File: config.mk
export PLATFORM = sky130hd
export DESIGN_NAME = cell_hec_stage
export DESIGN_NICKNAME = d
export VERILOG_FILES = /design/src/rtl/hec_pkg.sv /design/src/rtl/hec_ctrl_reg.sv /design/src/rtl/hec_crc_acc.sv /design/src/rtl/cell_hec_stage.sv
export SDC_FILE = /design/constraint.sdc
export NUM_CORES = 1
export LEC_CHECK = 0
export BUFFER_PORTS_ARGS = -buffer_cell sky130_fd_sc_hd__buf_4
export CORE_UTILIZATION = 59
export CTS_CLUSTER_SIZE = 24
export DETAILED_ROUTE_END_ITERATION = 8
export PLACE_DENSITY = 0.89
export SLEW_MARGIN = 10
export SYNTH_ARGS = -nofsm -noshare
export SYNTH_HDL_FRONTEND = slang
export SYNTH_HIERARCHICAL = 1
export SYNTH_SLANG_ARGS = --single-unit
File: constraint.sdc
create_clock -name clk -period 3.8 [get_ports clk]
set_input_delay 0.57 -clock clk [delete_from_list [all_inputs] [get_ports clk]]
set_output_delay 0.57 -clock clk [all_outputs]
set_load 0.03 [all_outputs]
File: src/rtl/hec_pkg.sv
package hec_pkg;

    localparam int          BYTE_W     = 8;
    localparam int          CELL_BYTES = 53;
    localparam int          HDR_BYTES  = 4;
    localparam int          HEC_POS    = 4;
    localparam int          IDX_W      = $clog2(CELL_BYTES + 1);
    localparam logic [7:0]  CRC_POLY   = 8'h07;
    localparam logic [7:0]  COSET_VAL  = 8'h55;
    localparam logic [7:0]  MARK_LO    = 8'h55;
    localparam logic [7:0]  MARK_HI    = 8'hAA;
    localparam logic [7:0]  INJ_MASK   = 8'h01;
    localparam logic [7:0]  CTRL_RST   = 8'hF2;

    typedef enum logic [1:0] {
        CLS_USER = 2'd0,
        CLS_MAINT = 2'd1,
        CLS_IDLE = 2'd2,
        CLS_RSVD = 2'd3
    } cell_class_e;

    typedef struct packed {
        logic scr_en;
        logic coset_en;
        logic hec_ins_en;
        logic mark_sel;
        logic gfc_en;
        logic irq_en;
        logic idle_hec_en;
        logic err_sts;
    } ctrl_t;

    function automatic logic [BYTE_W-1:0] crc8_step(input logic [BYTE_W-1:0] crc,
                                                    input logic [BYTE_W-1:0] d);
        logic [BYTE_W-1:0] c;
        c = crc;
        for (int i = BYTE_W - 1; i >= 0; i--) begin
            if (c[BYTE_W-1] ^ d[i])
                c = {c[BYTE_W-2:0], 1'b0} ^ CRC_POLY;
            else
                c = {c[BYTE_W-2:0], 1'b0};
        end
        return c;
    endfunction

endpackage

File: src/rtl/hec_ctrl_reg.sv
module hec_ctrl_reg
    import hec_pkg::*;
(
    input  logic              clk,
    input  logic              rst,
    input  logic              wr,
    input  logic              rd,
    input  logic [BYTE_W-1:0] wdata,
    input  logic              set_err,
    output ctrl_t             ctrl,
    output logic              irq
);

    ctrl_t ctrl_q;
    ctrl_t ctrl_d;

    always_comb begin
        ctrl_d = ctrl_q;
        if (wr)
            ctrl_d = ctrl_t'(wdata);
        if (set_err)
            ctrl_d.err_sts = 1'b1;
        else if (rd)
            ctrl_d.err_sts = 1'b0;
        else
            ctrl_d.err_sts = ctrl_q.err_sts;
    end

    always_ff @(posedge clk) begin
        if (rst)
            ctrl_q <= ctrl_t'(CTRL_RST);
        else
            ctrl_q <= ctrl_d;
    end

    assign ctrl = ctrl_q;
    assign irq  = ctrl_q.err_sts & ctrl_q.irq_en;

    AST_STS_STICKY: assert property (@(posedge clk) disable iff (rst)
        (ctrl_q.err_sts && !rd) |=> ctrl_q.err_sts);
    AST_STS_CLEAR: assert property (@(posedge clk) disable iff (rst)
        (rd && !set_err) |=> !ctrl_q.err_sts);
    AST_STS_SET: assert property (@(posedge clk) disable iff (rst)
        set_err |=> ctrl_q.err_sts);
    AST_WR_NO_STS: assert property (@(posedge clk) disable iff (rst)
        (wr && !set_err && !ctrl_q.err_sts) |=> !ctrl_q.err_sts);

endmodule

File: src/rtl/hec_crc_acc.sv
module hec_crc_acc
    import hec_pkg::*;
(
    input  logic              clk,
    input  logic              rst,
    input  logic              in_valid,
    input  logic              in_sop,
    input  cell_class_e       in_class,
    input  logic [BYTE_W-1:0] in_data,
    output logic [IDX_W-1:0]  idx_cur,
    output cell_class_e       cls_cur,
    output logic [BYTE_W-1:0] crc_cur
);

    localparam logic [IDX_W-1:0] LAST_IDX = IDX_W'(CELL_BYTES);
    localparam logic [IDX_W-1:0] HDR_END  = IDX_W'(HDR_BYTES);

    logic [IDX_W-1:0]  idx_q;
    cell_class_e       cls_q;
    logic [BYTE_W-1:0] crc_q;

    assign idx_cur = in_sop ? '0 : idx_q;
    assign cls_cur = in_sop ? in_class : cls_q;
    assign crc_cur = in_sop ? '0 : crc_q;

    always_ff @(posedge clk) begin
        if (rst) begin
            idx_q <= LAST_IDX;
            cls_q <= CLS_USER;
            crc_q <= '0;
        end else if (in_valid) begin
            idx_q <= (idx_cur == LAST_IDX) ? idx_cur : idx_cur + 1'b1;
            cls_q <= cls_cur;
            crc_q <= (idx_cur < HDR_END) ? crc8_step(crc_cur, in_data) : crc_cur;
        end
    end

    AST_SOP_IDX: assert property (@(posedge clk) disable iff (rst)
        (in_valid && in_sop) |=> (idx_q == IDX_W'(1)));
    AST_CRC_FREEZE: assert property (@(posedge clk) disable iff (rst)
        (in_valid && !in_sop && idx_q >= HDR_END) |=> $stable(crc_q));

endmodule

File: src/rtl/cell_hec_stage.sv
module cell_hec_stage
    import hec_pkg::*;
(
    input  logic              clk,
    input  logic              rst,
    input  logic              in_valid,
    input  logic              in_sop,
    input  logic [1:0]        in_class,
    input  logic [BYTE_W-1:0] in_data,
    output logic              out_valid,
    output logic              out_sop,
    output logic [BYTE_W-1:0] out_data,
    input  logic              reg_wr,
    input  logic              reg_rd,
    input  logic [BYTE_W-1:0] reg_wdata,
    output logic [BYTE_W-1:0] reg_rdata,
    input  logic              inj_req,
    output logic              irq
);

    localparam logic [IDX_W-1:0] HEC_IDX = IDX_W'(HEC_POS);

    ctrl_t             ctrl;
    logic [IDX_W-1:0]  idx_cur;
    cell_class_e       cls_cur;
    logic [BYTE_W-1:0] crc_cur;
    logic              at_hec;
    logic              ins_en;
    logic              mismatch;
    logic              consume;
    logic              inj_pend;
    logic [BYTE_W-1:0] mark;
    logic [BYTE_W-1:0] hec_val;

    hec_crc_acc u_acc (
        .clk      (clk),
        .rst      (rst),
        .in_valid (in_valid),
        .in_sop   (in_sop),
        .in_class (cell_class_e'(in_class)),
        .in_data  (in_data),
        .idx_cur  (idx_cur),
        .cls_cur  (cls_cur),
        .crc_cur  (crc_cur)
    );

    hec_ctrl_reg u_reg (
        .clk     (clk),
        .rst     (rst),
        .wr      (reg_wr),
        .rd      (reg_rd),
        .wdata   (reg_wdata),
        .set_err (mismatch),
        .ctrl    (ctrl),
        .irq     (irq)
    );

    assign reg_rdata = BYTE_W'(ctrl);
    assign mark      = ctrl.mark_sel ? MARK_HI : MARK_LO;
    assign at_hec    = in_valid && (idx_cur == HEC_IDX);
    assign ins_en    = (cls_cur == CLS_IDLE) ? ctrl.idle_hec_en : ctrl.hec_ins_en;
    assign mismatch  = at_hec && (cls_cur == CLS_USER) && (in_data != mark);
    assign consume   = at_hec && ins_en && inj_pend;
    assign hec_val   = crc_cur ^ (ctrl.coset_en ? COSET_VAL : '0)
                               ^ (inj_pend ? INJ_MASK : '0);

    always_ff @(posedge clk) begin
        if (rst)
            inj_pend <= 1'b0;
        else if (inj_req)
            inj_pend <= 1'b1;
        else if (consume)
            inj_pend <= 1'b0;
    end

    always_ff @(posedge clk) begin
        if (rst) begin
            out_valid <= 1'b0;
            out_sop   <= 1'b0;
            out_data  <= '0;
        end else begin
            out_valid <= in_valid;
            out_sop   <= in_valid && in_sop;
            out_data  <= (at_hec && ins_en) ? hec_val : in_data;
        end
    end

    AST_LATENCY: assert property (@(posedge clk) disable iff (rst)
        !$past(rst) |-> (out_valid == $past(in_valid)));
    AST_PASS_BYTE: assert property (@(posedge clk) disable iff (rst)
        (!$past(rst) && $past(in_valid) && !$past(at_hec)) |-> (out_data == $past(in_data)));
    AST_INJ_ONCE: assert property (@(posedge clk) disable iff (rst)
        (consume && !inj_req) |=> !inj_pend);
    AST_INJ_HOLD: assert property (@(posedge clk) disable iff (rst)
        (inj_pend && !consume) |=> inj_pend);

endmodule

==> flow_results.xml <==
<?xml version="1.0" encoding="UTF-8"?>
<metrics>
  <group name="setup_path">
    <metric name="worstPathMaxFanout" unit="">34</metric>
    <metric name="cp_data_required_time" unit="ns">4.05</metric>
    <metric name="timing.setup.critical_path_class" unit="">in2reg</metric>
    <metric name="crit_arrival" unit="ns">2.38</metric>
    <metric name="regToRegSetupSlack" unit="ns">2.00</metric>
    <metric name="r2r-end" unit="">u_acc/crc_q[2]</metric>
    <metric name="crit_path_start_kind" unit="">input pin</metric>
    <metric name="crit_path_top_delay_cell" unit="">and2_1</metric>
    <metric name="setup.worst_path.end_class" unit="">flop</metric>
    <metric name="crit_path_cell_trace" unit="">buf_4 &gt; inv_1 &gt; nand2_1 &gt; inv_1 &gt; nor3_1 &gt; and2_1 &gt; a21oi_1 &gt; a311oi_1</metric>
    <metric name="cell_count_of_the_worst_reg_to_reg_path" unit="">5</metric>
    <metric name="regToRegStartpoint" unit="">u_acc/crc_q[6]</metric>
    <metric name="cp_slowest_stage_delay" unit="ns">0.45</metric>
    <metric name="crit_top_cell" unit="">inv_1</metric>
  </group>
  <group name="timing">
    <metric name="fin_crit_sh" unit="%">56.11</metric>
    <metric name="max_slew_headroom" unit="%">64.33</metric>
    <metric name="hold_viol" unit="">0</metric>
    <metric name="final_slew_violations" unit="">0</metric>
    <metric name="achievable-frequency" unit="GHz">0.4690</metric>
    <metric name="timing.final.crit_period" unit="ns">2.132</metric>
    <metric name="final-setup-viol-count" unit="">0</metric>
    <metric name="max_slew.worst_pin.slew" unit="ns">0.5201</metric>
    <metric name="hold-worst-slack" unit="ns">0.4371</metric>
    <metric name="grt_setup_unrepaired" unit="">no</metric>
    <metric name="final.setup_skew" unit="ns">0.007776</metric>
    <metric name="fin_setup_tns" unit="ns">0</metric>
  </group>
  <group name="floorplan">
    <metric name="initial_utilization" unit="%">62.71</metric>
    <metric name="die_w" unit="um">62.26</metric>
    <metric name="die-height" unit="um">62.26</metric>
    <metric name="die_area" unit="um^2">3876</metric>
    <metric name="core_region_area" unit="um^2">3416</metric>
    <metric name="boundaryPins" unit="">44</metric>
    <metric name="placementRows" unit="">21</metric>
  </group>
  <group name="yosys">
    <metric name="synth_sequential_area_ratio" unit="%">32.71</metric>
    <metric name="synth_top_cells_by_area" unit="">dfxtp_1 (33%), xnor2_1 (5.7%), xnor3_1 (5.3%)</metric>
    <metric name="count_of_flip_flops_with_a_built_in_enable_after_synthesis" unit="">0</metric>
    <metric name="syn_avg_cell_area" unit="um^2">9.313</metric>
    <metric name="synth_largest_type_area_fraction" unit="%">32.71</metric>
    <metric name="synth_most_common_cell" unit="">dfxtp_1</metric>
    <metric name="synth_cell_types" unit="">56</metric>
    <metric name="async_reset_ff_share" unit="%">0</metric>
    <metric name="syn-cell-area" unit="um^2">2142</metric>
    <metric name="syn_nets" unit="">257</metric>
    <metric name="synth.cells.most_frequent" unit="">dfxtp_1 (35), a21oi_1 (17), nor2_1 (17)</metric>
    <metric name="synthSimpleGateAreaFrac" unit="%">24.88</metric>
    <metric name="synthesis.instances" unit="">230</metric>
    <metric name="synth-adder-area-share" unit="%">1.168</metric>
    <metric name="synth_xor_area_share" unit="%">16.30</metric>
    <metric name="synth-warning-count" unit="">6</metric>
    <metric name="netlist.top_cell.by_area" unit="">dfxtp_1</metric>
    <metric name="synth_top_family_by_area" unit="">simple AND/OR/NAND/NOR gates</metric>
    <metric name="main_synth_ff_type" unit="">dfxtp_1</metric>
    <metric name="postSynthRegisterBits" unit="">35</metric>
    <metric name="synth_compound_area_share" unit="%">15.83</metric>
    <metric name="synth_mux_area_share" unit="%">4.556</metric>
  </group>
  <group name="global_route">
    <metric name="number_of_antenna_violations_at_the_first_check_in_global_routing" unit="">0</metric>
    <metric name="total_overflow_reported_by_the_global_router" unit="">0</metric>
    <metric name="maximum_number_of_pins_on_one_net_before_global_route_repair" unit="">39</metric>
    <metric name="vias_in_the_first_global_route" unit="">1718</metric>
    <metric name="gr-usage-all-layers" unit="%">24.64</metric>
    <metric name="first_pass_grt_wire_length" unit="um">7562</metric>
  </group>
  <group name="cells_and_area">
    <metric name="fillerInstances" unit="">284</metric>
    <metric name="drive_above_1_share" unit="%">25.84</metric>
    <metric name="final_nets" unit="">293</metric>
    <metric name="synthToLayoutAreaGrowth" unit="%">17.11</metric>
    <metric name="ant_cells" unit="">0</metric>
  </group>
  <group name="worst_hold_path">
    <metric name="holdPathEnd" unit="">u_reg/ctrl[7]</metric>
    <metric name="worstHoldPathType" unit="">in2reg</metric>
    <metric name="hold_path_depth" unit="">2</metric>
    <metric name="min_from" unit="">reg_wdata[7]</metric>
  </group>
  <group name="job">
    <metric name="drv.max_cap_violation_count" unit="">0</metric>
  </group>
  <group name="detailed_routing">
    <metric name="detailedRoute.firstIterationViolations" unit="">121</metric>
    <metric name="antenna_violating_nets_post_route" unit="">0</metric>
    <metric name="routed-via-count" unit="">1801</metric>
    <metric name="wire_per_inst" unit="um">14.31</metric>
    <metric name="route.detailed.vias_per_inst" unit="">5.754</metric>
    <metric name="count_of_tritonroute_iterations_in_the_first_routing_pass" unit="">4</metric>
    <metric name="drt_drc_violations_left" unit="">0</metric>
    <metric name="route.final.wire_length" unit="um">4479</metric>
  </group>
  <group name="pwr">
    <metric name="power.leakage" unit="nW">1.053</metric>
    <metric name="vdd_drop_max" unit="V">0.0003162</metric>
    <metric name="switching_power" unit="mW">0.2847</metric>
    <metric name="power.sequential.fraction" unit="%">45.5</metric>
    <metric name="switching_share" unit="%">30.51</metric>
    <metric name="power_density" unit="nW/um^2">372.0</metric>
    <metric name="intPower" unit="mW">0.6485</metric>
    <metric name="p_clk_share" unit="%">24.5</metric>
    <metric name="p_comb_share" unit="%">30.0</metric>
  </group>
  <group name="placement">
    <metric name="detailedPlacementHpwl" unit="um">3183</metric>
    <metric name="placement.io_buffers" unit="">42</metric>
    <metric name="routabilityCongestion" unit="">0.7882</metric>
  </group>
  <group name="clocking">
    <metric name="cts-buffers-inserted" unit="">5</metric>
    <metric name="cts.reportedPaths.clkPinSlew" unit="ns">0.11</metric>
    <metric name="cts.repair_timing.setup_buffer_count" unit="">0</metric>
    <metric name="cts_tree" unit="">built</metric>
    <metric name="cts_max_level" unit="">2</metric>
    <metric name="cts.root.buffer_cell" unit="">clkbuf_4</metric>
    <metric name="holdBufCountCts" unit="">0</metric>
    <metric name="clk_latency" unit="ns">0.33</metric>
    <metric name="clock_path_buffers" unit="">2</metric>
    <metric name="cts_resized" unit="">0</metric>
    <metric name="clock-sinks" unit="">35</metric>
  </group>
  <group name="outcome">
    <metric name="outcome" unit="">finished, final reports clean</metric>
  </group>
</metrics>
[worst max path at each step]
| stage | startpoint | end | slack (ns) | cells after the start |
|---|---|---|---|---|
| 2_1_floorplan | in_sop | out_data[4] | 1.65 | 8 |
| 3_5_place_dp | in_sop | out_data[2] | 1.34 | 8 |
| 3_3_place_gp | in_sop | out_data[4] | 1.46 | 8 |
| 4_1_cts | in_sop | out_data[2] | 1.71 | 8 |
| 6_report | in_sop | out_data[2] | 1.67 | 8 |
| 5_1_grt | in_sop | out_data[2] | 1.50 | 8 |
[sequential cells by signal (all words and copies together), names as in the netlist]
register	flops
u_acc/idx_q	6
u_acc/cls_q	2
u_acc/crc_q	8
inj_pend	1
out_sop	1
out_data	8
u_reg/ctrl	8
out_valid	1
[area by class of cell]
| type | instances | area (um^2) | area share, % |
|---|---|---|---|
| well taps | 46 | 57.56 | 2.294 |
| repair buffers | 42 | 315.3 | 12.57 |
| multi-input cells | 176 | 1344 | 53.57 |
| clock buffers | 8 | 68.82 | 2.743 |
| flip-flops and latches | 35 | 700.7 | 27.93 |
| inverters | 6 | 22.52 | 0.8978 |
[metrics by stage]
| step | power (mW) | std cells | util (%) | instance area, um^2 | setup slack [ns] |
|---|---|---|---|---|---|
| detailed placement | 0.7103 | 305 | 71.43 | 2440 | 1.343 |
| global route | 0.9805 | 313 | 73.44 | 2509 | 1.502 |
| floorplan | 0.6400 | 230 | - | 2142 | 1.651 |
| CTS | 0.9388 | 313 | 73.44 | 2509 | 1.708 |
| global placement | 0.7009 | 305 | 71.43 | 2440 | 1.456 |
| finish | 0.9331 | 313 | 73.44 | 2509 | 1.668 |
[cell families (layout without fill, tap and decap cells)]
logic type                 Yosys count  after routing
DFF                                 35             35
xor gates and xnor gates            26             26
and+or+nand+nor                     88             88
AOI/OAI and AO/OA                   51             51
adders and majority gates            2              2
buffers and inverters               19             56
muxes                                9              9
[critical path, delay by kind of cell]
kind	cells	cell delay, ns
AO/OA/AOI/OAI	2	0.42
buffers and inverters	3	0.53
AND/OR/NAND/NOR	3	0.85
[routing by layer]
metal / GRT usage [%] / routed length, um / up-vias
met5: 0 / 0 / -
met3: 4.228 / 188 / 7
met2: 44.37 / 2255 / 51
met1: 29.29 / 1972 / 857
li1: - / - / 886
met4: 8.721 / 63 / 0
[power groups by stage]
stage               sequential [mW]  combinational, mW  clock (mW)
finish                        0.424              0.280       0.229
detailed placement            0.432              0.278           0
global route                  0.429              0.301       0.250
global placement              0.430              0.271           0
floorplan                     0.445              0.195           0
CTS                           0.424              0.279       0.236
[cell usage in the layout (no fill, tap or decap), drive strengths merged, types with 5 or more instances in the layout]
| cell | instances |
|---|---|
| nand3 | 7 |
| dfxtp | 35 |
| a21oi | 17 |
| buf | 42 |
| mux2i | 6 |
| nor2 | 18 |
| a211o | 7 |
| nand2 | 15 |
| o21ai | 12 |
| inv | 6 |
| xnor2 | 15 |
| xnor3 | 5 |
| nor2b | 19 |
| clkbuf | 8 |
No activity file was read; power rests on OpenSTA's default activity.
